`src/rtl/div_pkg.sv`:
```
package div_pkg;

    typedef enum logic [1:0] {
        ST_IDLE,
        ST_ITER,
        ST_FIX,
        ST_DONE
    } div_state_e;

endpackage

```
`src/rtl/div_operand_prep.sv`:
```
// Forms the unsigned magnitudes that the iteration loop works on, together
// with the operand signs and the early overflow test for the high half.
module div_operand_prep #(
    parameter int W = 16
) (
    input  logic           is_signed,
    input  logic           wide,
    input  logic [W-1:0]   num_hi,
    input  logic [W-1:0]   num_lo,
    input  logic [W-1:0]   den,
    output logic [2*W-1:0] num_mag,
    output logic [W-1:0]   den_mag,
    output logic           num_neg,
    output logic           den_neg,
    output logic           den_zero,
    output logic           hi_overflow
);
    localparam int DW = 2 * W;

    logic [DW-1:0] num_ext;

    always_comb begin
        if (wide) begin
            num_ext = {num_hi, num_lo};
        end else if (is_signed) begin
            num_ext = {{W{num_lo[W-1]}}, num_lo};
        end else begin
            num_ext = {{W{1'b0}}, num_lo};
        end
        num_neg     = is_signed & num_ext[DW-1];
        den_neg     = is_signed & den[W-1];
        num_mag     = num_neg ? (~num_ext + DW'(1)) : num_ext;
        den_mag     = den_neg ? (~den + W'(1)) : den;
        den_zero    = (den == '0);
        // The upper half of the magnitude must stay below the divisor,
        // or the quotient will not fit in W bits.
        hi_overflow = (num_mag[DW-1:W] >= den_mag);
    end

endmodule

```
`src/rtl/div_step.sv`:
```
// One restoring shift-subtract iteration.
module div_step #(
    parameter int W = 16
) (
    input  logic [W-1:0] rem_in,
    input  logic [W-1:0] quo_in,
    input  logic [W-1:0] den,
    output logic [W-1:0] rem_out,
    output logic [W-1:0] quo_out
);
    logic [W:0] trial;
    logic [W:0] diff;
    logic       fits;

    always_comb begin
        trial   = {rem_in, quo_in[W-1]};
        fits    = (trial >= {1'b0, den});
        diff    = trial - {1'b0, den};
        rem_out = fits ? diff[W-1:0] : trial[W-1:0];
        quo_out = {quo_in[W-2:0], fits};
    end

endmodule

```
`src/rtl/div_result_fix.sv`:
```
// Applies the signs to the magnitudes and forms the error flags.
module div_result_fix #(
    parameter int W = 16
) (
    input  logic [W-1:0] quo_mag,
    input  logic [W-1:0] rem_mag,
    input  logic         quo_neg,
    input  logic         rem_neg,
    input  logic         is_signed,
    input  logic         hi_overflow,
    input  logic         den_zero,
    input  logic [W-1:0] num_lo,
    output logic [W-1:0] quo_res,
    output logic [W-1:0] rem_res,
    output logic         zero_flag,
    output logic         ovf_flag
);
    localparam logic [W-1:0] HALF = W'(1) << (W - 1);

    logic signed_limit;

    always_comb begin
        // The negative range reaches one step further than the positive one.
        signed_limit = quo_neg ? (quo_mag > HALF) : quo_mag[W-1];
        zero_flag    = den_zero;
        ovf_flag     = !den_zero && (hi_overflow || (is_signed && signed_limit));
        if (den_zero) begin
            quo_res = '1;
            rem_res = num_lo;
        end else begin
            quo_res = quo_neg ? (~quo_mag + W'(1)) : quo_mag;
            rem_res = rem_neg ? (~rem_mag + W'(1)) : rem_mag;
        end
    end

endmodule

```
`src/rtl/int_divider.sv`:
```
module int_divider
    import div_pkg::*;
#(
    parameter int W = 16
) (
    input  logic         clk,
    input  logic         rst_n,
    input  logic         start,
    input  logic         is_signed,
    input  logic         wide,
    input  logic [W-1:0] dividend_hi,
    input  logic [W-1:0] dividend_lo,
    input  logic [W-1:0] divisor,
    output logic         busy,
    output logic         done,
    output logic [W-1:0] quotient,
    output logic [W-1:0] remainder,
    output logic         div_zero,
    output logic         overflow
);
    localparam int             CW   = (W > 2) ? $clog2(W) : 1;
    localparam logic [CW-1:0]  LAST = CW'(W - 1);

    div_state_e    state_q, state_d;
    logic [CW-1:0] iter_q;
    logic          accept;

    // Operand prep outputs.
    logic [2*W-1:0] num_mag;
    logic [W-1:0]   den_mag;
    logic           num_neg, den_neg, den_zero, hi_ovf;

    // Iteration state.
    logic [W-1:0] rem_q, quo_q, den_q, lo_q;
    logic         qneg_q, rneg_q, sgn_q, hiovf_q, dz_q;
    logic [W-1:0] rem_n, quo_n;

    // Fix-up outputs.
    logic [W-1:0] quo_fix, rem_fix;
    logic         zero_fix, ovf_fix;

    div_operand_prep #(.W(W)) u_prep (
        .is_signed   (is_signed),
        .wide        (wide),
        .num_hi      (dividend_hi),
        .num_lo      (dividend_lo),
        .den         (divisor),
        .num_mag     (num_mag),
        .den_mag     (den_mag),
        .num_neg     (num_neg),
        .den_neg     (den_neg),
        .den_zero    (den_zero),
        .hi_overflow (hi_ovf)
    );

    div_step #(.W(W)) u_step (
        .rem_in  (rem_q),
        .quo_in  (quo_q),
        .den     (den_q),
        .rem_out (rem_n),
        .quo_out (quo_n)
    );

    div_result_fix #(.W(W)) u_fix (
        .quo_mag     (quo_q),
        .rem_mag     (rem_q),
        .quo_neg     (qneg_q),
        .rem_neg     (rneg_q),
        .is_signed   (sgn_q),
        .hi_overflow (hiovf_q),
        .den_zero    (dz_q),
        .num_lo      (lo_q),
        .quo_res     (quo_fix),
        .rem_res     (rem_fix),
        .zero_flag   (zero_fix),
        .ovf_flag    (ovf_fix)
    );

    // Output decode.
    always_comb begin
        busy   = (state_q == ST_ITER) || (state_q == ST_FIX);
        done   = (state_q == ST_DONE);
        accept = start && !busy;
    end

    // Next-state logic.
    always_comb begin
        state_d = state_q;
        unique case (state_q)
            ST_IDLE: if (start) state_d = ST_ITER;
            ST_ITER: if (iter_q == LAST) state_d = ST_FIX;
            ST_FIX:  state_d = ST_DONE;
            ST_DONE: state_d = start ? ST_ITER : ST_IDLE;
        endcase
    end

    // State register and iteration counter.
    always_ff @(posedge clk or negedge rst_n) begin
        if (!rst_n) begin
            state_q <= ST_IDLE;
            iter_q  <= '0;
        end else begin
            state_q <= state_d;
            if (accept) begin
                iter_q <= '0;
            end else if (state_q == ST_ITER) begin
                iter_q <= iter_q + CW'(1);
            end
        end
    end

    // Operand capture and iteration datapath.
    always_ff @(posedge clk or negedge rst_n) begin
        if (!rst_n) begin
            rem_q   <= '0;
            quo_q   <= '0;
            den_q   <= '0;
            lo_q    <= '0;
            qneg_q  <= 1'b0;
            rneg_q  <= 1'b0;
            sgn_q   <= 1'b0;
            hiovf_q <= 1'b0;
            dz_q    <= 1'b0;
        end else if (accept) begin
            rem_q   <= num_mag[2*W-1:W];
            quo_q   <= num_mag[W-1:0];
            den_q   <= den_mag;
            lo_q    <= dividend_lo;
            qneg_q  <= num_neg ^ den_neg;
            rneg_q  <= num_neg;
            sgn_q   <= is_signed;
            hiovf_q <= hi_ovf;
            dz_q    <= den_zero;
        end else if (state_q == ST_ITER) begin
            rem_q <= rem_n;
            quo_q <= quo_n;
        end
    end

    // Result registers, loaded once per operation.
    always_ff @(posedge clk or negedge rst_n) begin
        if (!rst_n) begin
            quotient  <= '0;
            remainder <= '0;
            div_zero  <= 1'b0;
            overflow  <= 1'b0;
        end else if (state_q == ST_FIX) begin
            quotient  <= quo_fix;
            remainder <= rem_fix;
            div_zero  <= zero_fix;
            overflow  <= ovf_fix;
        end
    end

endmodule

```
`config.mk`:
```
export PLATFORM = sky130hd
export DESIGN_NAME = int_divider
export DESIGN_NICKNAME = d
export VERILOG_FILES = /design/src/rtl/div_pkg.sv /design/src/rtl/div_operand_prep.sv /design/src/rtl/div_step.sv /design/src/rtl/div_result_fix.sv /design/src/rtl/int_divider.sv
export SDC_FILE = /design/constraint.sdc
export NUM_CORES = 1
export LEC_CHECK = 0
export BUFFER_PORTS_ARGS = -buffer_cell sky130_fd_sc_hd__buf_4
export CAP_MARGIN = 5
export CELL_PAD_IN_SITES_DETAIL_PLACEMENT = 0
export CELL_PAD_IN_SITES_GLOBAL_PLACEMENT = 2
export CORE_MARGIN = 2
export CORE_UTILIZATION = 33
export CTS_BUF_LIST = sky130_fd_sc_hd__clkbuf_4 sky130_fd_sc_hd__clkbuf_8
export CTS_CLUSTER_DIAMETER = 30
export DETAILED_ROUTE_END_ITERATION = 12
export GPL_ROUTABILITY_DRIVEN = 1
export GPL_TIMING_DRIVEN = 0
export PLACE_DENSITY_LB_ADDON = 0.1
export REMOVE_ABC_BUFFERS = 1
export SLEW_MARGIN = 40
export SYNTH_ARGS = -nofsm -noshare
export SYNTH_HDL_FRONTEND = slang
export SYNTH_SLANG_ARGS = --single-unit
```
`constraint.sdc`:
```
create_clock -name clk -period 2.5 [get_ports clk]
set_input_delay 0.5 -clock clk [delete_from_list [all_inputs] [get_ports clk]]
set_output_delay 0.5 -clock clk [all_outputs]
set_load 0.005 [all_outputs]
```
==> results of run 1 <==
[cell families (layout without fill, tap and decap cells)]
| family | count (synthesis) | after routing | share of synthesized area (%) |
|---|---|---|---|
| xor+xnor | 75 | 75 | 8.47 |
| simple gates | 344 | 345 | 21.0 |
| fa+ha+maj | 43 | 43 | 7.04 |
| buf+inv | 76 | 195 | 3.71 |
| mux | 46 | 46 | 6.21 |
| compound gates | 231 | 233 | 18.3 |
| flops | 109 | 109 | 35.2 |
[worst max-delay path, stage by stage]
cell,delay (ns)
buf_8,0.10
or4_4,0.53
or4_4,0.53
nor3_4,0.32
a21o_1,0.24
xor2_2,0.25
ha_1,0.29
a21o_1,0.17
a21oi_2,0.14
nand2_1,0.07
o21ai_1,0.12
a31oi_1,0.08
[state kept, by name, indices dropped and copies added (netlist names)]
signal / flops
rem_q: 16
den_q: 16
rneg_q: 1
quo_q: 16
hiovf_q: 1
div_zero: 1
lo_q: 16
overflow: 1
remainder: 16
iter_q: 4
dz_q: 1
qneg_q: 1
sgn_q: 1
state_q: 2
quotient: 16
[power groups by stage]
stage	clock network [mW]	registers, mW	logic (mW)
3_5_place_dp	0	3.56	6.91
2_1_floorplan	0	3.31	4.76
3_3_place_gp	0	3.55	6.68
5_1_grt	1.22	3.66	9.45
6_report	1.11	3.51	8.51
4_1_cts	1.16	3.53	8.01
[routing by layer]
| layer | wire length (um) | global-route usage, % | up-vias |
|---|---|---|---|
| li1 | - | - | 3495 |
| met2 | 12100 | 34.7 | 101 |
| met3 | 654 | 2.59 | 18 |
| met4 | 315 | 5.02 | 0 |
| met5 | 0 | 0 | - |
| met1 | 11100 | 25.4 | 3238 |
[final cells by class]
class	instances	area, um^2	share of cell area, %
clock buffer	10	138	1.37
tap	319	399	3.96
multi-input combinational	742	5330	52.9
sequential	109	2740	27.2
inverter	29	109	1.08
timing repair buffer	150	1310	13.0
clock inverter	6	53.8	0.534
[cell usage in the layout (no fill, tap or decap), types with 6 or more instances in the layout]
| cell type | n |
|---|---|
| and3_1 | 7 |
| inv_1 | 25 |
| nor2_1 | 74 |
| mux2i_1 | 28 |
| clkbuf_8 | 10 |
| nor3_1 | 18 |
| xor2_1 | 34 |
| ha_4 | 11 |
| dfrtp_2 | 9 |
| dfrtp_1 | 99 |
| a21oi_1 | 40 |
| nand2_1 | 143 |
| a21o_1 | 10 |
| o31ai_1 | 14 |
| xnor2_1 | 35 |
| nor3b_1 | 8 |
| buf_6 | 13 |
| o41ai_1 | 9 |
| a31oi_1 | 7 |
| nor2b_1 | 6 |
| ha_1 | 27 |
| or3_1 | 6 |
| mux2_2 | 16 |
| nand3b_1 | 6 |
| buf_4 | 126 |
| nand3_1 | 9 |
| nand2b_1 | 10 |
| o21ai_0 | 86 |
| or4_1 | 6 |
[metrics by stage]
| stage | area (um^2) | std cells |
|---|---|---|
| global route | 10100 | 1365 |
| finish | 10100 | 1365 |
| detailed placement | 8870 | 1292 |
| floorplan | 7570 | 877 |
| CTS | 9630 | 1345 |
| global placement | 8630 | 1284 |
[worst max path at each step]
stage	slack (ns)	from	cells past startpoint	end
after CTS	-0.62	dividend_lo[5]	12	hiovf_q
after detailed placement	-1.55	dividend_lo[1]	15	hiovf_q
after floorplan	-1.31	state_q[0]	8	rem_q[14]
after global placement	-3.85	state_q[0]	8	rem_q[14]
after global routing	-0.66	dividend_lo[5]	12	hiovf_q
final	-0.57	dividend_lo[5]	12	hiovf_q
[repair_timing]
item	in CTS	in global routing
setup endpoints to repair	20	17
endpoints found under the hold margin	3	0
pin swaps	26	28
buffers inserted	51	20
hold buffers	1	0
resized for setup	65	60
gates cloned	3	1
==> results.json, run 1 <==
{
  "vias": 6852,
  "synth_seq_area_share_pct": 35.2,
  "yosys_warnings": 0,
  "drc_errors": 0,
  "switching_share_pct": 45.3,
  "slew_headroom_pct": 51.3,
  "hold_class": "input port to register",
  "worstRegToRegCells": 9,
  "powerDensity_nw_per_um2": 1300,
  "hold_path_end": "lo_q[3]",
  "fin_skew_ns": 0.0178,
  "synth_top_cells_by_count": "148 x nand2_1, 109 x dfrtp_1, 94 x o21ai_0, 75 x nor2_1, 46 x a21oi_1",
  "ant_nets": 0,
  "period_minus_slack_ns": 3.07,
  "synth.most_common_cell": "nand2_1",
  "hold_slack_ns": 0.314,
  "synth_area_leaders": "dfrtp_1 35%, nand2_1 7.2%, ha_1 6.8%",
  "net-switching-power_mw": 5.94,
  "drv_cap": 0,
  "report.final.slew_viol_count": 0,
  "wirelength_um": 24200,
  "r2r-end": "rem_q[1]",
  "wl_per_cell_um": 17.8,
  "first_global_vias": 6780,
  "finalHoldViolations": 0,
  "synth_top_flop_cell": "dfrtp_1",
  "dp_hpwl_um": 17200,
  "port_buffers": 88,
  "power_frac_clock_pct": 8.5,
  "grtUsageTotal_pct": 19.7,
  "required_ns": 2.78,
  "antenna_found_initial": 0,
  "clk_pin_slew_ns": 0.12,
  "fin_crit_sh_pct": 123,
  "gr-total-overflow": 0,
  "drive_above_1_share_pct": 27.4,
  "syn_area_um2": 7750,
  "hold_path_depth": 3,
  "synth-edff-count": 0,
  "p_leak_nw": 4.31,
  "cts_sinks": 109,
  "core-area_um2": 23300,
  "diodes": 0,
  "ir_drop_mv": 0.480,
  "grt_setup_unrepaired": "true",
  "p_seq_share_pct": 26.7,
  "grt_pass1_wl_um": 37600,
  "fillCellCount": 2420,
  "row_count": 56,
  "globalplace.congestion": 0.873,
  "crit_type": "input port to register",
  "worst-slew-pin-transition_ns": 0.721,
  "setup_violations": 3,
  "synth_cell_types": 60,
  "cts_inserted_buffers": 9,
  "dieArea_um2": 24700,
  "drt-pass1-iter-count": 4,
  "final_nets": 1137,
  "cts_root_buffer": "clkbuf_8",
  "status": "complete, but fails checks",
  "fin_util_pct": 43.3,
  "synth_top_cell_by_area": "dfrtp_1",
  "worst_slack_ns": -0.568,
  "power.internal_mw": 7.19,
  "rr_startpoint": "rem_q[3]",
  "grt_max_degree": 59,
  "synthCells": 924,
  "failed_checks": "setup timing",
  "clock_path_buffers": 2,
  "cts_tree": "built",
  "preCtsSetupSlack_ns": -1.55,
  "die_h_um": 157,
  "htreeDepth": 3,
  "yosys_register_bits": 109,
  "synth_top_area_share_pct": 35.2,
  "drtIter0Drc": 270,
  "ios": 89,
  "endpoint_kind": "register",
  "start_util_pct": 33.3,
  "die_x_um": 157,
  "min_from": "dividend_lo[3]",
  "max_clock_freq_mhz": 326,
  "p_comb_share_pct": 64.8,
  "async_flop_share_pct": 100,
  "setup_tns_ns": -1.22,
  "clk-insertion-delay-late_ns": 0.39,
  "r2r_slack_ns": 0.08,
  "crit_path_max_fanout": 6,
  "p_total_mw": 13.1,
  "avgSynthCellArea_um2": 8.39,
  "start_kind": "input port",
  "arrival_ns": 3.35,
  "vias_per_cell": 5.02,
  "layout-area-overhead-vs-synth_pct": 30.0
}
Note: power is estimated with default switching activity, not from simulation.
==> inputs of run 2 (changes only) <==
--- a/config.mk
+++ b/config.mk
@@ -10,8 +10,7 @@
 export CELL_PAD_IN_SITES_DETAIL_PLACEMENT = 0
 export CELL_PAD_IN_SITES_GLOBAL_PLACEMENT = 2
 export CORE_MARGIN = 2
-export CORE_UTILIZATION = 33
-export CTS_BUF_LIST = sky130_fd_sc_hd__clkbuf_4 sky130_fd_sc_hd__clkbuf_8
+export CORE_UTILIZATION = 32
 export CTS_CLUSTER_DIAMETER = 30
 export DETAILED_ROUTE_END_ITERATION = 12
 export GPL_ROUTABILITY_DRIVEN = 1
==> run 2 against run 1 <==
  * The flow still finishes with violations (setup timing)
  * Fmax decreased by 3.1%
  * Combinational power decreased by 3.1%
  * Critical endpoint unchanged
  * Largest power group unchanged
  * Die area increased by 3.0%
  * Final area decreased by 0.41%
  * Register-to-register slack got worse by 0.03 ns
  * Non-clock buffer count decreased by 19
  * Clock skew decreased by 0.0067 ns
  * Critical path depth increased by 1
  * Clock power increased by 36%
  * Sequential cell count unchanged
  * Wire length decreased by 0.43%
  * Cell count decreased by 1.4%
==> results.json, run 2 (synthesis gave the netlist of run 1 again) <==
{
  "ir_drop_mv": 0.473,
  "gr-total-overflow": 0,
  "final_nets": 1118,
  "vias_per_cell": 5.08,
  "layout-area-overhead-vs-synth_pct": 29.5,
  "grt_max_degree": 59,
  "start_util_pct": 32.8,
  "die_h_um": 160,
  "row_count": 56,
  "required_ns": 2.74,
  "failed_checks": "setup timing",
  "cts_tree": "built",
  "grt_setup_unrepaired": "true",
  "cts_inserted_buffers": 9,
  "grtUsageTotal_pct": 18.9,
  "crit_path_max_fanout": 6,
  "antenna_found_initial": 0,
  "wl_per_cell_um": 17.9,
  "core-area_um2": 23600,
  "drive_above_1_share_pct": 25.8,
  "drt-pass1-iter-count": 5,
  "worst-slew-pin-transition_ns": 0.676,
  "setup_violations": 4,
  "endpoint_kind": "register",
  "cts_root_buffer": "clkbuf_16",
  "grt_pass1_wl_um": 38000,
  "max_clock_freq_mhz": 316,
  "drtIter0Drc": 314,
  "clock_path_buffers": 2,
  "die_x_um": 160,
  "diodes": 0,
  "powerDensity_nw_per_um2": 1330,
  "final_cell_mix": "142 x nand2_1, 113 x buf_4, 98 x dfrtp_1",
  "p_leak_nw": 4.27,
  "clk_pin_slew_ns": 0.08,
  "arrival_ns": 3.41,
  "cts_sinks": 109,
  "slew_headroom_pct": 54.8,
  "dp_hpwl_um": 17200,
  "vias": 6840,
  "fin_skew_ns": 0.0111,
  "status": "complete, but fails checks",
  "htreeDepth": 3,
  "p_total_mw": 13.3,
  "layout_commonest_cell": "nand2_1",
  "fillCellCount": 2467,
  "hold_slack_ns": 0.0417,
  "start_kind": "input port",
  "drc_errors": 0,
  "globalplace.congestion": 0.817,
  "clk-insertion-delay-late_ns": 0.36,
  "drv_cap": 0,
  "dieArea_um2": 25500,
  "finalHoldViolations": 0,
  "period_minus_slack_ns": 3.17,
  "ant_nets": 0,
  "r2r_slack_ns": 0.05,
  "worst_slack_ns": -0.667,
  "crit_type": "input port to register",
  "ios": 89,
  "report.final.slew_viol_count": 0,
  "port_buffers": 88,
  "hold_class": "input port to async pin",
  "wirelength_um": 24100,
  "first_global_vias": 6697,
  "fin_crit_sh_pct": 127
}
[run 2: critical path, cell delays in order]
cell and delay (ns):
buf_8 0.10, or4_4 0.57, or4_4 0.55, nor3_4 0.30, o31ai_1 0.13, o21ai_1 0.30
inv_1 0.08, ha_1 0.18, a21o_1 0.17, a211oi_2 0.24, nand2_1 0.07, o21ai_1 0.13
a31oi_1 0.08
[run 2: path summary, 6_finish.rpt]
path | startpoint | end | cells past startpoint
setup / recovery | dividend_lo[3] | hiovf_q | 13
hold / removal | rst_n | quotient[2] | 1
setup reg to reg | rem_q[3] | rem_q[10] | 9
hold reg to reg | lo_q[9] | lo_q[9] | 2
max in group asynchronous | rst_n | dz_q | 2
min in group clk | dividend_lo[7] | lo_q[7] | 3
[run 2: report_power, final]
| group | internal, mW | switching [mW] |
|---|---|---|
| clock | 0.787 | 0.720 |
| sequential | 2.67 | 0.871 |
| combinational | 3.96 | 4.30 |
| total | 7.42 | 5.89 |
[run 2: cell type report]
type / instances / area [um^2] / share of cell area [%]
clock inverters: 6 / 68.8 / 0.686
well taps: 319 / 399 / 3.98
flip-flops and latches: 109 / 2740 / 27.3
multi-input cells: 742 / 5320 / 53.0
repair buffers: 131 / 1160 / 11.6
clock buffers: 10 / 229 / 2.28
inverters: 29 / 116 / 1.16
[run 2: repair_timing]
action	in CTS	in global routing
hold endpoints to repair	0	0
buffers inserted	25	18
gates resized for setup	68	61
setup endpoints to repair	20	19
cloned	3	0
pin swaps	20	33
hold buffers	0	0
[run 2: per-stage QoR]
stage | setup TNS (ns) | instances | utilization [%] | worst slack [ns] | area, um^2
after floorplan | -32.91 | 877 | - | -1.31 | 7570
after global placement | -159.12 | 1284 | 36.6 | -3.92 | 8630
after detailed placement | -12.11 | 1292 | 37.6 | -1.54 | 8870
after CTS | -1.19 | 1332 | 41.0 | -0.711 | 9670
after global routing | -1.25 | 1346 | 42.5 | -0.754 | 10000
final | -0.782 | 1346 | 42.5 | -0.667 | 10000
[run 2: routing by layer]
| layer | track usage (%) | wire length (um) | vias up |
|---|---|---|---|
| met5 | 0 | 0 | - |
| met3 | 1.77 | 442 | 21 |
| met4 | 5.54 | 375 | 0 |
| met1 | 25.2 | 11500 | 3260 |
| met2 | 32.5 | 11800 | 95 |
| li1 | - | - | 3464 |
